--- src/rtl/pfw_pkg.sv ---
package pfw_pkg;
    typedef enum logic [1:0] {
        RG_ROM = 2'd0,
        RG_RAM = 2'd1,
        RG_EXT = 2'd2
    } region_t;

    typedef enum logic [1:0] {
        ST_IDLE  = 2'd0,
        ST_COUNT = 2'd1,
        ST_HOLD  = 2'd2
    } state_t;
endpackage

--- src/rtl/pfw_region_dec.sv ---
module pfw_region_dec
    import pfw_pkg::*;
#(
    parameter int AW = 16
) (
    input  logic [AW-1:0] addr,
    input  logic [AW:0]   rom_size,
    input  logic [AW:0]   ram_size,
    output region_t       region
);
    localparam logic [AW:0] SPAN = {1'b1, {AW{1'b0}}};

    logic [AW:0] addr_w;
    logic [AW:0] ram_base;

    always_comb begin
        addr_w   = {1'b0, addr};
        ram_base = (ram_size >= SPAN) ? '0 : (SPAN - ram_size);
        if (addr_w < rom_size)
            region = RG_ROM;
        else if (addr_w >= ram_base)
            region = RG_RAM;
        else
            region = RG_EXT;
    end
endmodule

--- src/rtl/pfw_wait_ctr.sv ---
module pfw_wait_ctr #(
    parameter int WSW = 3
) (
    input  logic           clk,
    input  logic           rst_n,
    input  logic           cfg_we,
    input  logic [WSW-1:0] cfg_val,
    input  logic           load,
    input  logic           dec,
    output logic [WSW-1:0] ws_q,
    output logic [WSW-1:0] cnt_q
);
    localparam logic [WSW-1:0] WS_RESET = '1;

    always_ff @(posedge clk or negedge rst_n) begin
        if (!rst_n)
            ws_q <= WS_RESET;
        else if (cfg_we)
            ws_q <= cfg_val;
    end

    always_ff @(posedge clk or negedge rst_n) begin
        if (!rst_n)
            cnt_q <= '0;
        else if (load)
            cnt_q <= ws_q;
        else if (dec && (cnt_q != '0))
            cnt_q <= cnt_q - WSW'(1);
    end
endmodule

--- src/rtl/pfw_rdata_sel.sv ---
module pfw_rdata_sel
    import pfw_pkg::*;
#(
    parameter int DW = 8
) (
    input  logic          clk,
    input  logic          rst_n,
    input  logic          take_sel,
    input  region_t       sel_in,
    input  logic          take_ext,
    input  logic [DW-1:0] ext_in,
    input  logic [DW-1:0] rom_in,
    input  logic [DW-1:0] ram_in,
    output logic [DW-1:0] rdata
);
    region_t       sel_q;
    logic [DW-1:0] ext_q;

    always_ff @(posedge clk or negedge rst_n) begin
        if (!rst_n) begin
            sel_q <= RG_ROM;
            ext_q <= '0;
        end else begin
            if (take_sel)
                sel_q <= sel_in;
            if (take_ext)
                ext_q <= ext_in;
        end
    end

    always_comb begin
        unique case (sel_q)
            RG_ROM:  rdata = rom_in;
            RG_RAM:  rdata = ram_in;
            RG_EXT:  rdata = ext_q;
            default: rdata = rom_in;
        endcase
    end
endmodule

--- src/rtl/pfetch_wait_mgr.sv ---
module pfetch_wait_mgr
    import pfw_pkg::*;
#(
    parameter int AW  = 16,
    parameter int DW  = 8,
    parameter int WSW = 3
) (
    input  logic          clk,
    input  logic          rst_n,
    input  logic [AW-1:0] cpu_addr,
    input  logic          cpu_rd,
    input  logic          cpu_wr,
    output logic [DW-1:0] cpu_rdata,
    output logic          cpu_stall,
    input  logic [AW:0]   rom_size,
    input  logic [AW:0]   ram_size,
    input  logic          ws_wr,
    input  logic [WSW-1:0] ws_wdata,
    input  logic [DW-1:0] rom_rdata,
    input  logic [DW-1:0] ram_rdata,
    input  logic [DW-1:0] ext_rdata,
    input  logic          ext_ready,
    output logic          ram_we,
    output logic          ext_rd,
    output logic          ext_wr
);
    localparam logic [WSW-1:0] CNT_LAST = WSW'(1);

    state_t         state_q, state_d;
    region_t        region;
    logic           wr_q;
    logic           req, off_req, ld_cnt, dec_cnt, take_sel, take_ext;
    logic [WSW-1:0] ws_q, cnt_q;

    pfw_region_dec #(.AW(AW)) u_dec (
        .addr     (cpu_addr),
        .rom_size (rom_size),
        .ram_size (ram_size),
        .region   (region)
    );

    pfw_wait_ctr #(.WSW(WSW)) u_ctr (
        .clk     (clk),
        .rst_n   (rst_n),
        .cfg_we  (ws_wr),
        .cfg_val (ws_wdata),
        .load    (ld_cnt),
        .dec     (dec_cnt),
        .ws_q    (ws_q),
        .cnt_q   (cnt_q)
    );

    pfw_rdata_sel #(.DW(DW)) u_sel (
        .clk      (clk),
        .rst_n    (rst_n),
        .take_sel (take_sel),
        .sel_in   (region),
        .take_ext (take_ext),
        .ext_in   (ext_rdata),
        .rom_in   (rom_rdata),
        .ram_in   (ram_rdata),
        .rdata    (cpu_rdata)
    );

    assign req     = cpu_rd | cpu_wr;
    assign off_req = req && (region == RG_EXT);

    // state register and write-type capture
    always_ff @(posedge clk or negedge rst_n) begin
        if (!rst_n) begin
            state_q <= ST_IDLE;
            wr_q    <= 1'b0;
        end else begin
            state_q <= state_d;
            if (ld_cnt)
                wr_q <= cpu_wr;
        end
    end

    // next-state logic
    always_comb begin
        state_d = state_q;
        unique case (state_q)
            ST_IDLE:  if (off_req) state_d = (ws_q == '0) ? ST_HOLD : ST_COUNT;
            ST_COUNT: if (cnt_q == CNT_LAST) state_d = ST_HOLD;
            ST_HOLD:  if (ext_ready) state_d = ST_IDLE;
            default:  state_d = ST_IDLE;
        endcase
    end

    // outputs
    always_comb begin
        cpu_stall = 1'b0;
        ext_rd    = 1'b0;
        ext_wr    = 1'b0;
        ram_we    = 1'b0;
        ld_cnt    = 1'b0;
        dec_cnt   = 1'b0;
        take_sel  = 1'b0;
        take_ext  = 1'b0;
        unique case (state_q)
            ST_IDLE: begin
                cpu_stall = off_req;
                ext_rd    = off_req && !cpu_wr;
                ext_wr    = off_req && cpu_wr;
                ram_we    = cpu_wr && (region == RG_RAM);
                ld_cnt    = off_req;
                take_sel  = cpu_rd && !cpu_wr;
            end
            ST_COUNT: begin
                cpu_stall = 1'b1;
                ext_rd    = !wr_q;
                ext_wr    = wr_q;
                dec_cnt   = 1'b1;
            end
            ST_HOLD: begin
                cpu_stall = !ext_ready;
                ext_rd    = !wr_q;
                ext_wr    = wr_q;
                take_ext  = ext_ready && !wr_q;
            end
            default: cpu_stall = 1'b0;
        endcase
    end
endmodule

--- config.mk ---
export PLATFORM = sky130hd
export DESIGN_NAME = pfetch_wait_mgr
export DESIGN_NICKNAME = d
export VERILOG_FILES = /design/src/rtl/pfw_pkg.sv /design/src/rtl/pfw_region_dec.sv /design/src/rtl/pfw_wait_ctr.sv /design/src/rtl/pfw_rdata_sel.sv /design/src/rtl/pfetch_wait_mgr.sv
export SDC_FILE = /design/constraint.sdc
export NUM_CORES = 1
export LEC_CHECK = 0
export ABC_AREA = 1
export BUFFER_PORTS_ARGS = -buffer_cell sky130_fd_sc_hd__buf_2
export CAP_MARGIN = 10
export CORE_ASPECT_RATIO = 1.75
export CORE_MARGIN = 3
export CORE_UTILIZATION = 50
export CTS_BUF_LIST = sky130_fd_sc_hd__clkbuf_2 sky130_fd_sc_hd__clkbuf_4 sky130_fd_sc_hd__clkbuf_8
export CTS_CLUSTER_DIAMETER = 200
export DETAILED_ROUTE_END_ITERATION = 10
export PLACE_DENSITY_LB_ADDON = 0.3
export SYNTH_ARGS = -nofsm -noshare
export SYNTH_HDL_FRONTEND = slang
export SYNTH_SLANG_ARGS = --single-unit
--- constraint.sdc ---
create_clock -name clk -period 5.5 [get_ports clk]
set_input_delay 1.1 -clock clk [delete_from_list [all_inputs] [get_ports clk]]
set_output_delay 1.1 -clock clk [all_outputs]
set_load 0.01 [all_outputs]
==> results_dict.tcl <==
set metrics [dict create \
    wl_microns 7530 \
    worstPathArrival_ps 4570 \
    track_usage_pct 24.8 \
    final-hold-violation-count 0 \
    clkLatencyLatePin_ps 260 \
    yosys_warnings 0 \
    fp.dieH_microns 97.8 \
    whs_ps 514 \
    critPathMaxFanout 3 \
    ys_ff_latch 19 \
    drc 0 \
    synthDominantCellAreaShare_pct 21.8 \
    setup_ws_ps -169 \
    synth.distinct_cells 37 \
    maxCapViolCount 0 \
    first_pass_iters 4 \
    failed_checks "setup timing" \
    fin_skew_ps 2.89 \
    drt_iter0_drc 106 \
    synthToLayoutAreaGrowth_pct 44.2 \
    grt_pass1_wl_microns 11300 \
    fp-row-count 32 \
    grt_max_degree 20 \
    via_per_inst 5.43 \
    routabilityCongestion 0.902 \
    cp_slowest_stage_delay_ps 250 \
    die_area_sq_um 5720 \
    finalMaxSlewViolations 0 \
    htreeDepth 1 \
    synth_edf_count 0 \
    layout-drive-gt1-share_pct 42.7 \
    layout.nets 606 \
    layout.cells.non_filler 531 \
    start_util_pct 53.3 \
    worst_pin_slew_ps 563 \
    p_leak_nw 1.86 \
    wl_per_cell_microns 14.2 \
    powerDensity_nw_per_um2 280 \
    grt_setup_unrepaired "yes" \
    yosys-top-cells-count "nand2_1, inv_1, ha_1, nor2_1, a21oi_1" \
    path_class "in -> out" \
    clockBufferDepth 2 \
    pre_cts_ws_ps -189 \
    fmax_mhz 176 \
    synth.yosys.seq_area_share_pct 19.9 \
    path_buf_inv 14 \
    die_x_microns 58.5 \
    grt_pass1_vias 2734 \
    hold_class "reg -> reg" \
    grt_overflow 0 \
    status "finished with violations" \
    yosysMostFrequentCell "nand2_1" \
    cts-root-buf "clkbuf_8" \
    slew_headroom_pct 62.2 \
    dp_hpwl_microns 5470 \
    synthTopCellsByArea "ha_1, dfrtp_1, nand2_1" \
    placedCellCount 494 \
    vias 2884 \
    critPathTopFamily "buffers and inverters" \
    end_kind "output pin" \
    final_antenna_net_count 0 \
    syn-instance-count 343 \
    synthArstFlopShare_pct 100 \
    synth_flop_cell "dfrtp_1" \
    ir_worst_vdd_v 0.000332 \
    path_clk_slew_ps 70 \
    syn_area_per_cell_sq_um 7.03 \
    cp-start-kind "input pin" \
    finalPower_uw 974 \
    required_ps 4400 \
    cp_slowest_cell "ha_4" \
    grt_antenna_before_repair 0 \
    yosysTopAreaCell "ha_1" \
    cp_common_cell "buf_4" \
    setup_viol 4 \
    cts_buffers 3 \
    syn_nets 468 \
    io_buffers 94 \
    cts_tree "built" \
    period_share_pct 103 \
    num_io_pins 95 \
    netlist_area_sq_um 2410 \
    clock_sinks 19 \
    layout_min_cycle_time_ps 5670 \
    antenna_cells 0 \
    core_area_sq_um 4520 \
    postLayoutCoreUtil_pct 76.8 \
]
==> cells in the final DEF, fill, tap and decap left out, types with 4 or more instances in the layout <==
cell type	netlist	routed
buf_6	0	6
nand3_2	2	4
inv_1	53	48
ha_1	42	38
nor2_1	42	37
buf_4	0	39
mux2_2	11	11
nand2_2	3	12
buf_2	1	92
nor3_1	6	4
nand2_1	66	56
nand3_1	20	17
dfrtp_1	16	16
nor2_4	1	4
a21oi_1	36	34
o21ai_0	8	6
inv_2	3	5
==> kinds of logic (layout without fill, tap and decap cells) <==
logic type	Yosys count	after routing	share of synthesized area (%)
and+or+nand+nor	153	153	29.8
AOI/OAI and AO/OA	54	54	12.5
buffers and inverters	60	197	9.40
muxes	11	11	5.14
DFF	19	19	19.9
xor gates and xnor gates	4	4	1.45
adders and majority gates	42	42	21.8
==> power breakdown <==
group,leakage [nW],switching [mW],total [mW],internal [mW]
Combinational,1.61,0.351,0.626,0.275
Sequential,0.227,0.0415,0.244,0.202
Clock,0.0262,0.0472,0.104,0.0565
==> registers in the layout, indices dropped and copies added, names as in the netlist <==
register and count:
u_ctr.cnt_q 3, wr_q 1, u_sel.sel_q 2, state_q 2, u_sel.ext_q 8, u_ctr.ws_q 3
==> worst paths after layout <==
| path | start | to | slack, ps | depth (start not counted) |
|---|---|---|---|---|
| setup / recovery | ram_size[0] | ext_rd | -170 | 33 |
| hold / removal | u_sel.ext_q[3]$_DFFE_PN0P_ | u_sel.ext_q[3]$_DFFE_PN0P_ | 510 | 1 |
| setup reg to reg | state_q[0]$_DFFE_PN0P_ | u_sel.sel_q[1]$_DFFE_PN0P_ | 3490 | 7 |
| hold reg to reg | u_sel.ext_q[3]$_DFFE_PN0P_ | u_sel.ext_q[3]$_DFFE_PN0P_ | 510 | 1 |
| max in group asynchronous | rst_n | u_ctr.ws_q[1]$_DFFE_PN1P_ | 4390 | 1 |
| min in group asynchronous | rst_n | u_sel.ext_q[1]$_DFFE_PN0P_ | 770 | 1 |
==> layout make-up <==
cell class	instances	area, sq um
Timing Repair Buffer	137	821
Fill cell	324	1050
Multi-Input combinational cell	264	1850
Sequential cell	19	479
Inverter	56	218
Tap cell	51	63.8
Clock buffer	4	48.8
==> per-stage QoR <==
stage,TNS (ps),area [sq um]
2_1_floorplan,0,2410
3_5_place_dp,-560,3000
5_1_grt,-1590,3480
4_1_cts,-65.0,3330
6_report,-467,3480
3_3_place_gp,-140,3000
==> timing repair <==
item / CTS / global route
resized for setup: 25 / 24
pin swaps: 20 / 28
endpoints found under the setup margin: 4 / 4
hold buffers: 0 / 0
buffers inserted: 25 / 11
==> metal layers <==
layer | share of wire (%) | vias to the layer above | GRT usage [%]
met2 | 55 | 143 | 47.0
met1 | 34 | 1308 | 25.2
met4 | 4.4 | 0 | 12.9
li1 | - | 1406 | -
met3 | 6.2 | 27 | 2.51
met5 | 0 | - | 0
Power figures use the tool's default switching activity.
